<file path="src/rtl/canfd_pad_pkg.sv">
package canfd_pad_pkg;

  localparam int CODE_W    = 3;
  localparam int DLC_W     = 4;
  localparam int MAX_BYTES = 64;
  localparam int ADDR_W    = $clog2(MAX_BYTES);
  localparam int LEN_W     = ADDR_W + 1;

  typedef logic [LEN_W-1:0] len_t;

  // element data size for a configuration code
  function automatic len_t code_to_size(input logic [CODE_W-1:0] code);
    len_t sz;
    case (code)
      3'd0: sz = len_t'(8);
      3'd1: sz = len_t'(12);
      3'd2: sz = len_t'(16);
      3'd3: sz = len_t'(20);
      3'd4: sz = len_t'(24);
      3'd5: sz = len_t'(32);
      3'd6: sz = len_t'(48);
      default: sz = len_t'(64);
    endcase
    return sz;
  endfunction

  // payload byte count for a data length code
  function automatic len_t dlc_to_len(input logic [DLC_W-1:0] dlc, input logic fd);
    len_t n;
    if (dlc <= 4'd8) n = len_t'(dlc);
    else if (!fd)    n = len_t'(8);
    else begin
      case (dlc)
        4'd9:    n = len_t'(12);
        4'd10:   n = len_t'(16);
        4'd11:   n = len_t'(20);
        4'd12:   n = len_t'(24);
        4'd13:   n = len_t'(32);
        4'd14:   n = len_t'(48);
        default: n = len_t'(64);
      endcase
    end
    return n;
  endfunction

endpackage

</file>
<file path="src/rtl/canfd_pad_cfg.sv">
module canfd_pad_cfg #(
  parameter int CODE_W = 3
) (
  input  logic              clk,
  input  logic              rst,
  input  logic              wr_en,
  input  logic [CODE_W-1:0] wr_code,
  input  logic              chg_en,
  input  logic              init,
  output logic [CODE_W-1:0] code_q
);

  logic unlocked;
  assign unlocked = chg_en & init;

  always_ff @(posedge clk) begin
    if (rst)                     code_q <= '0;
    else if (wr_en && unlocked)  code_q <= wr_code;
  end

endmodule

</file>
<file path="src/rtl/canfd_pad_seq.sv">
module canfd_pad_seq
  import canfd_pad_pkg::*;
(
  input  logic              clk,
  input  logic              rst,
  input  logic              start,
  input  logic [DLC_W-1:0]  dlc,
  input  logic              fd,
  input  logic [CODE_W-1:0] code,
  input  logic              slot_free,
  input  logic              accept_last,
  output logic              rd_en,
  output logic [ADDR_W-1:0] rd_addr,
  output logic              fill_valid,
  output logic              fill_pad,
  output logic              fill_last,
  output logic              done
);

  len_t req_len, elem_sz;
  len_t len_q, stored_q, pos_q;
  logic busy_q, issue, take;

  assign req_len = dlc_to_len(dlc, fd);
  assign elem_sz = code_to_size(code);
  assign take    = start && !busy_q;

  // one fetch slot in flight at a time; launched only when the output
  // register will be free to receive it
  assign issue   = busy_q && (pos_q < len_q) && !fill_valid && slot_free;
  assign rd_en   = issue && (pos_q < stored_q);
  assign rd_addr = pos_q[ADDR_W-1:0];

  always_ff @(posedge clk) begin
    if (rst) begin
      busy_q     <= 1'b0;
      len_q      <= '0;
      stored_q   <= '0;
      pos_q      <= '0;
      fill_valid <= 1'b0;
      fill_pad   <= 1'b0;
      fill_last  <= 1'b0;
      done       <= 1'b0;
    end else begin
      done       <= accept_last || (take && req_len == '0);
      fill_valid <= issue;
      if (issue) begin
        fill_pad  <= (pos_q >= stored_q);
        fill_last <= (pos_q == len_q - len_t'(1));
        pos_q     <= pos_q + len_t'(1);
      end
      if (take) begin
        busy_q   <= (req_len != '0);
        len_q    <= req_len;
        stored_q <= (req_len < elem_sz) ? req_len : elem_sz;
        pos_q    <= '0;
      end else if (accept_last) begin
        busy_q   <= 1'b0;
      end
    end
  end

endmodule

</file>
<file path="src/rtl/canfd_pad_out.sv">
module canfd_pad_out #(
  parameter int              DATA_W   = 8,
  parameter logic [DATA_W-1:0] PAD_BYTE = 8'hCC
) (
  input  logic              clk,
  input  logic              rst,
  input  logic              fill_valid,
  input  logic              fill_pad,
  input  logic              fill_last,
  input  logic [DATA_W-1:0] rd_data,
  input  logic              out_ready,
  output logic              out_valid,
  output logic [DATA_W-1:0] out_data,
  output logic              slot_free,
  output logic              accept_last
);

  logic last_q;

  assign slot_free   = !out_valid || out_ready;
  assign accept_last = out_valid && out_ready && last_q;

  always_ff @(posedge clk) begin
    if (rst) begin
      out_valid <= 1'b0;
      out_data  <= '0;
      last_q    <= 1'b0;
    end else if (fill_valid) begin
      out_valid <= 1'b1;
      out_data  <= fill_pad ? PAD_BYTE : rd_data;
      last_q    <= fill_last;
    end else if (out_ready) begin
      out_valid <= 1'b0;
    end
  end

endmodule

</file>
<file path="src/rtl/canfd_tx_padder.sv">
module canfd_tx_padder
  import canfd_pad_pkg::*;
#(
  parameter int                DATA_W   = 8,
  parameter logic [DATA_W-1:0] PAD_BYTE = 8'hCC
) (
  input  logic              clk,
  input  logic              rst,
  input  logic              cfg_wr_en,
  input  logic [CODE_W-1:0] cfg_wr_size,
  input  logic              cfg_chg_en,
  input  logic              cfg_init,
  output logic [CODE_W-1:0] cfg_size,
  input  logic              frm_start,
  input  logic [DLC_W-1:0]  frm_dlc,
  input  logic              frm_fd,
  output logic              rd_en,
  output logic [ADDR_W-1:0] rd_addr,
  input  logic [DATA_W-1:0] rd_data,
  output logic              out_valid,
  output logic [DATA_W-1:0] out_data,
  input  logic              out_ready,
  output logic              frm_done
);

  logic slot_free, accept_last, fill_valid, fill_pad, fill_last;

  canfd_pad_cfg #(.CODE_W(CODE_W)) u_cfg (
    .clk(clk), .rst(rst), .wr_en(cfg_wr_en), .wr_code(cfg_wr_size),
    .chg_en(cfg_chg_en), .init(cfg_init), .code_q(cfg_size)
  );

  canfd_pad_seq u_seq (
    .clk(clk), .rst(rst), .start(frm_start), .dlc(frm_dlc), .fd(frm_fd),
    .code(cfg_size), .slot_free(slot_free), .accept_last(accept_last),
    .rd_en(rd_en), .rd_addr(rd_addr), .fill_valid(fill_valid),
    .fill_pad(fill_pad), .fill_last(fill_last), .done(frm_done)
  );

  canfd_pad_out #(.DATA_W(DATA_W), .PAD_BYTE(PAD_BYTE)) u_out (
    .clk(clk), .rst(rst), .fill_valid(fill_valid), .fill_pad(fill_pad),
    .fill_last(fill_last), .rd_data(rd_data), .out_ready(out_ready),
    .out_valid(out_valid), .out_data(out_data), .slot_free(slot_free),
    .accept_last(accept_last)
  );

endmodule

</file>
<file path="config.mk">
export PLATFORM = sky130hd
export DESIGN_NAME = canfd_tx_padder
export DESIGN_NICKNAME = d
export VERILOG_FILES = /design/src/rtl/canfd_pad_pkg.sv /design/src/rtl/canfd_pad_cfg.sv /design/src/rtl/canfd_pad_seq.sv /design/src/rtl/canfd_pad_out.sv /design/src/rtl/canfd_tx_padder.sv
export SDC_FILE = /design/constraint.sdc
export NUM_CORES = 1
export LEC_CHECK = 0
export BUFFER_PORTS_ARGS = -buffer_cell sky130_fd_sc_hd__buf_2
export CAP_MARGIN = 20
export CORE_MARGIN = 1.5
export CORE_UTILIZATION = 50
export DETAILED_ROUTE_END_ITERATION = 7
export HOLD_SLACK_MARGIN = 0.1
export PLACE_DENSITY = 0.8
export SLEW_MARGIN = 20
export SYNTH_ARGS = -nofsm -noshare
export SYNTH_HDL_FRONTEND = slang
export SYNTH_SLANG_ARGS = --single-unit
</file>
<file path="constraint.sdc">
create_clock -name clk -period 6.6 [get_ports clk]
set_clock_uncertainty 0.2 [all_clocks]
set_input_delay 0.66 -clock clk [delete_from_list [all_inputs] [get_ports clk]]
set_output_delay 0.66 -clock clk [all_outputs]
set_load 0.01 [all_outputs]
</file>
==> out/qor.csv <==
stage,metric,value,unit
outcome,status,finished clean,
clocking,CTS Sinks,39,
drt,Avg WL per Cell,13.98,µm
worst_hold_path,hold path depth,2,
placement,DP Area,2435,µm²
timing,RSZ-0062 raised after global routing,false,
final_layout,Final Cell Area,2516,µm²
synth,cell with the most instances after synthesis,dfxtp_1,
worst_hold_path,worst hold start,u_seq.fill_last,
pwr,Psw,0.1249,mW
timing,final-report setup violation count,0,
clocking,clock root buffer,clkbuf_8,
placement,pre-CTS setup slack,3.522,ns
final_layout,sequential cell area,780.7,µm²
drt,DRC,0,
floorplanning,chip height,70.02,µm
worst_hold_path,hold worst-path end,u_seq.fill_last,
job,maxcap violations,0,
setup_path,worst path buffer plus inverter count,2,
clocking,CTS max path bufs,2,
timing,Hold Slack,0.2557,ns
grt,largest net degree at the start of global routing,23,
clocking,worst skew pair latency,0.29,ns
clocking,"Hold-fix buffers, CTS",0,
synth,Post-synth EDFFs,0,
pwr,worst vdd ir,133.6,µV
setup_path,"Req. time, crit path",5.74,ns
pwr,Seq pwr share,52.5,%
setup_path,FF-to-FF setup slack,3.91,ns
final_layout,layout cell share with drive strength beyond 1,18.21,%
drt,Iter 0 DRT Violations,80,
pwr,total power,0.4755,mW
drt,Routed Antenna Nets,0,
final_layout,diodes inserted,0,
final_layout,area of the multi-input gates,1285,µm²
placement,GP Congestion,0.8544,
timing,Achievable Freq,295.3,MHz
timing,measured slew at the worst slew-check pin,0.5470,ns
final_layout,Area Growth Syn to Fin,12.03,%
setup_path,Crit path depth,8,
setup_path,reg2reg end,u_seq.fill_last,
synth,mux cell area share after synthesis,4.958,%
grt,first-pass GRT wire length,8.452,mm
clocking,CTS tree,done,
setup_path,"Largest delay share family, worst path",compound AO/OA/AOI/OAI gates,
setup_path,CP peak stage delay,0.46,ns
synth,Compound-Gate Fraction of Synth Area,15.88,%
placement,IO buf count,42,
clocking,"Reg clk slew, reported paths",0.07,ns
setup_path,worst reg-to-reg path cell count,8,
timing,max_slew headroom,63.20,%
final_layout,final layout net count,344,
setup_path,Worst Setup Path Type,reg2out,
setup_path,crit-path cells,inv_1 -> ha_1 -> a21o_1 -> a21oi_1 -> nor2b_1 -> or3_4 -> a2111oi_2 -> buf_2,
floorplanning,Starting Density,51.94,%
floorplanning,die area,4903,µm²
synth,Post-Synth XOR/XNOR Area,5.070,%
setup_path,CP startpoint kind,flop,
floorplanning,core area,4324,µm²
synth,Netlist cell types,44,
timing,Final Cycle Share,51.31,%
setup_path,CP max stage cell,or3_4,
drt,Vias,1978,
timing,Setup TNS,0,ns
setup_path,endpoint class of the critical path,primary output,
floorplanning,floorplan die width,70.02,µm
timing,final worst setup slack,3.214,ns
setup_path,RR Startpoint,u_seq.len_q[4],
synth,"Seq/Total Area, Yosys",34.76,%
grt,GRT Residual Overflow,0,
synth,Synth Area in Simple Gates,20.17,%
synth,Main synth FF type,dfxtp_1,
floorplanning,# rows,24,
pwr,Sw Share,26.27,%
pwr,combinational share of power,15.9,%
final_layout,Fill cells,407,
synth,Adder-Cell Fraction of Synth Area,11.14,%
placement,DP HPWL,3.824,mm
final_layout,Layout Cells excl Fill,354,
synth,commonest cells in the netlist,"dfxtp_1 (39), inv_1 (25), nor2_1 (24)",
grt,antenna violations before repair,0,
synth,area share of the largest cell type after synthesis,34.76,%
setup_path,"Max FO, Critical Path",12,
synth,yosys synthesis warning count,0,
synth,Avg Inst Size Synth,8.380,µm²
synth,leading area contributor after synthesis,dfxtp_1,
grt,vias in the first global route,1888,
drt,First-pass DRT Iterations,4,
pwr,Cell Int Power,0.3506,mW
timing,post-route minimum period,3.386,ns
synth,asr flop ratio synth,0,%
drt,vias per inst,5.588,
placement,Post-Place Cells,346,
worst_hold_path,Hold Path Class,reg2reg,
synth,largest family of logic cells by synthesized area,simple AND/OR/NAND/NOR gates,
grt,Total GRT Usage,21.15,%
pwr,Pwr Density,189.0,nW/µm²
pwr,Clk network pwr share,31.6,%
synth,post-synthesis register bit count,39,
drt,drt total wl,4.950,mm
synth,Cells after Synth,268,
clocking,# resized after CTS,0,
timing,Max Slew Vio Count,0,
synth,synthesized cell area,2246,µm²
floorplanning,io pins,43,
pwr,Lkg Pwr,1.120,nW
clocking,CTS Buf Count,5,
setup_path,"Arr. time, crit path",2.53,ns
timing,Final Hold Viols,0,
final_layout,fin util,58.19,%
clocking,number of H-tree levels,2,
synth,"top cells by area, synth","dfxtp_1 (35%), ha_1 (11%), mux2i_1 (4.5%)",
clocking,post-CTS setup buffers,0,
synth,Synth Net Count,311,
==> worst min-delay path: cells and delay by family, from the launching register on <==
family	cells	cell delay (ns)
compound gates	1	0.05
simple gates	1	0.05
flops	1	0.31
==> state kept, by name, summed over array words and instances, names as in the netlist <==
| register | cells |
|---|---|
| u_seq.stored_q | 7 |
| u_out.last_q | 1 |
| u_seq.len_q | 7 |
| u_out.out_data | 8 |
| u_seq.busy_q | 1 |
| u_seq.pos_q | 7 |
| u_cfg.code_q | 3 |
| u_seq.fill_pad | 1 |
| u_seq.fill_last | 1 |
| u_out.out_valid | 1 |
| u_seq.done | 1 |
| u_seq.fill_valid | 1 |
==> cell usage in the layout, fill, tap and decap left out, drive strengths merged, types with 4 or more instances in the layout <==
master and count:
buf 42, dfxtp 39, inv 25, nor2 24, ha 20, nand2 18, a21oi 16, o21ai 16
xnor2 11, mux2i 10, nor2b 10, o22ai 10, nand3 7, clkbuf 7, a21o 4, nand4 4
or3 4
==> power groups by stage <==
stage / Combinational (mW) / Clock, mW / Sequential (mW)
2_1_floorplan: 0.0549 / 0 / 0.254
5_1_grt: 0.0847 / 0.163 / 0.250
6_report: 0.0756 / 0.150 / 0.249
4_1_cts: 0.0756 / 0.153 / 0.249
3_5_place_dp: 0.0749 / 0 / 0.255
3_3_place_gp: 0.0728 / 0 / 0.254
==> layer usage <==
layer / global-route usage, % / up-vias / routed length [µm]
met2: 36.61 / 49 / 2417
met3: 4.040 / 13 / 196
met5: 0 / - / 0
met4: 6.410 / 0 / 85
li1: - / 987 / -
met1: 26.63 / 929 / 2251
==> worst max-delay path by stage <==
stage                         from                 to  slack [ns]
detailed placement  u_seq.len_q[4]              rd_en        3.52
global placement    u_seq.len_q[4]              rd_en        3.61
CTS                 u_seq.len_q[4]              rd_en        3.21
floorplan               frm_dlc[0]  u_seq.stored_q[4]        3.87
finish              u_seq.len_q[4]              rd_en        3.21
global route        u_seq.len_q[4]              rd_en        3.07
==> cell type report <==
type	instances	share of cell area (%)
clock inverter	1	0.1989
inverter	25	3.729
multi-input combinational	188	51.07
sequential	39	31.03
tap	52	2.586
clock buffer	7	3.033
timing repair buffer	42	8.354
==> logic make-up (layout without fill, tap and decap cells) <==
group / after synthesis / in the layout
AND/OR/NAND/NOR: 87 / 87
AO/OA/AOI/OAI: 57 / 57
buffers and inverters: 41 / 75
flip-flops: 39 / 39
adder cells (fa/ha/maj): 20 / 20
XOR/XNOR: 13 / 13
multiplexers: 11 / 11
Note: power is estimated with default switching activity, not from simulation.
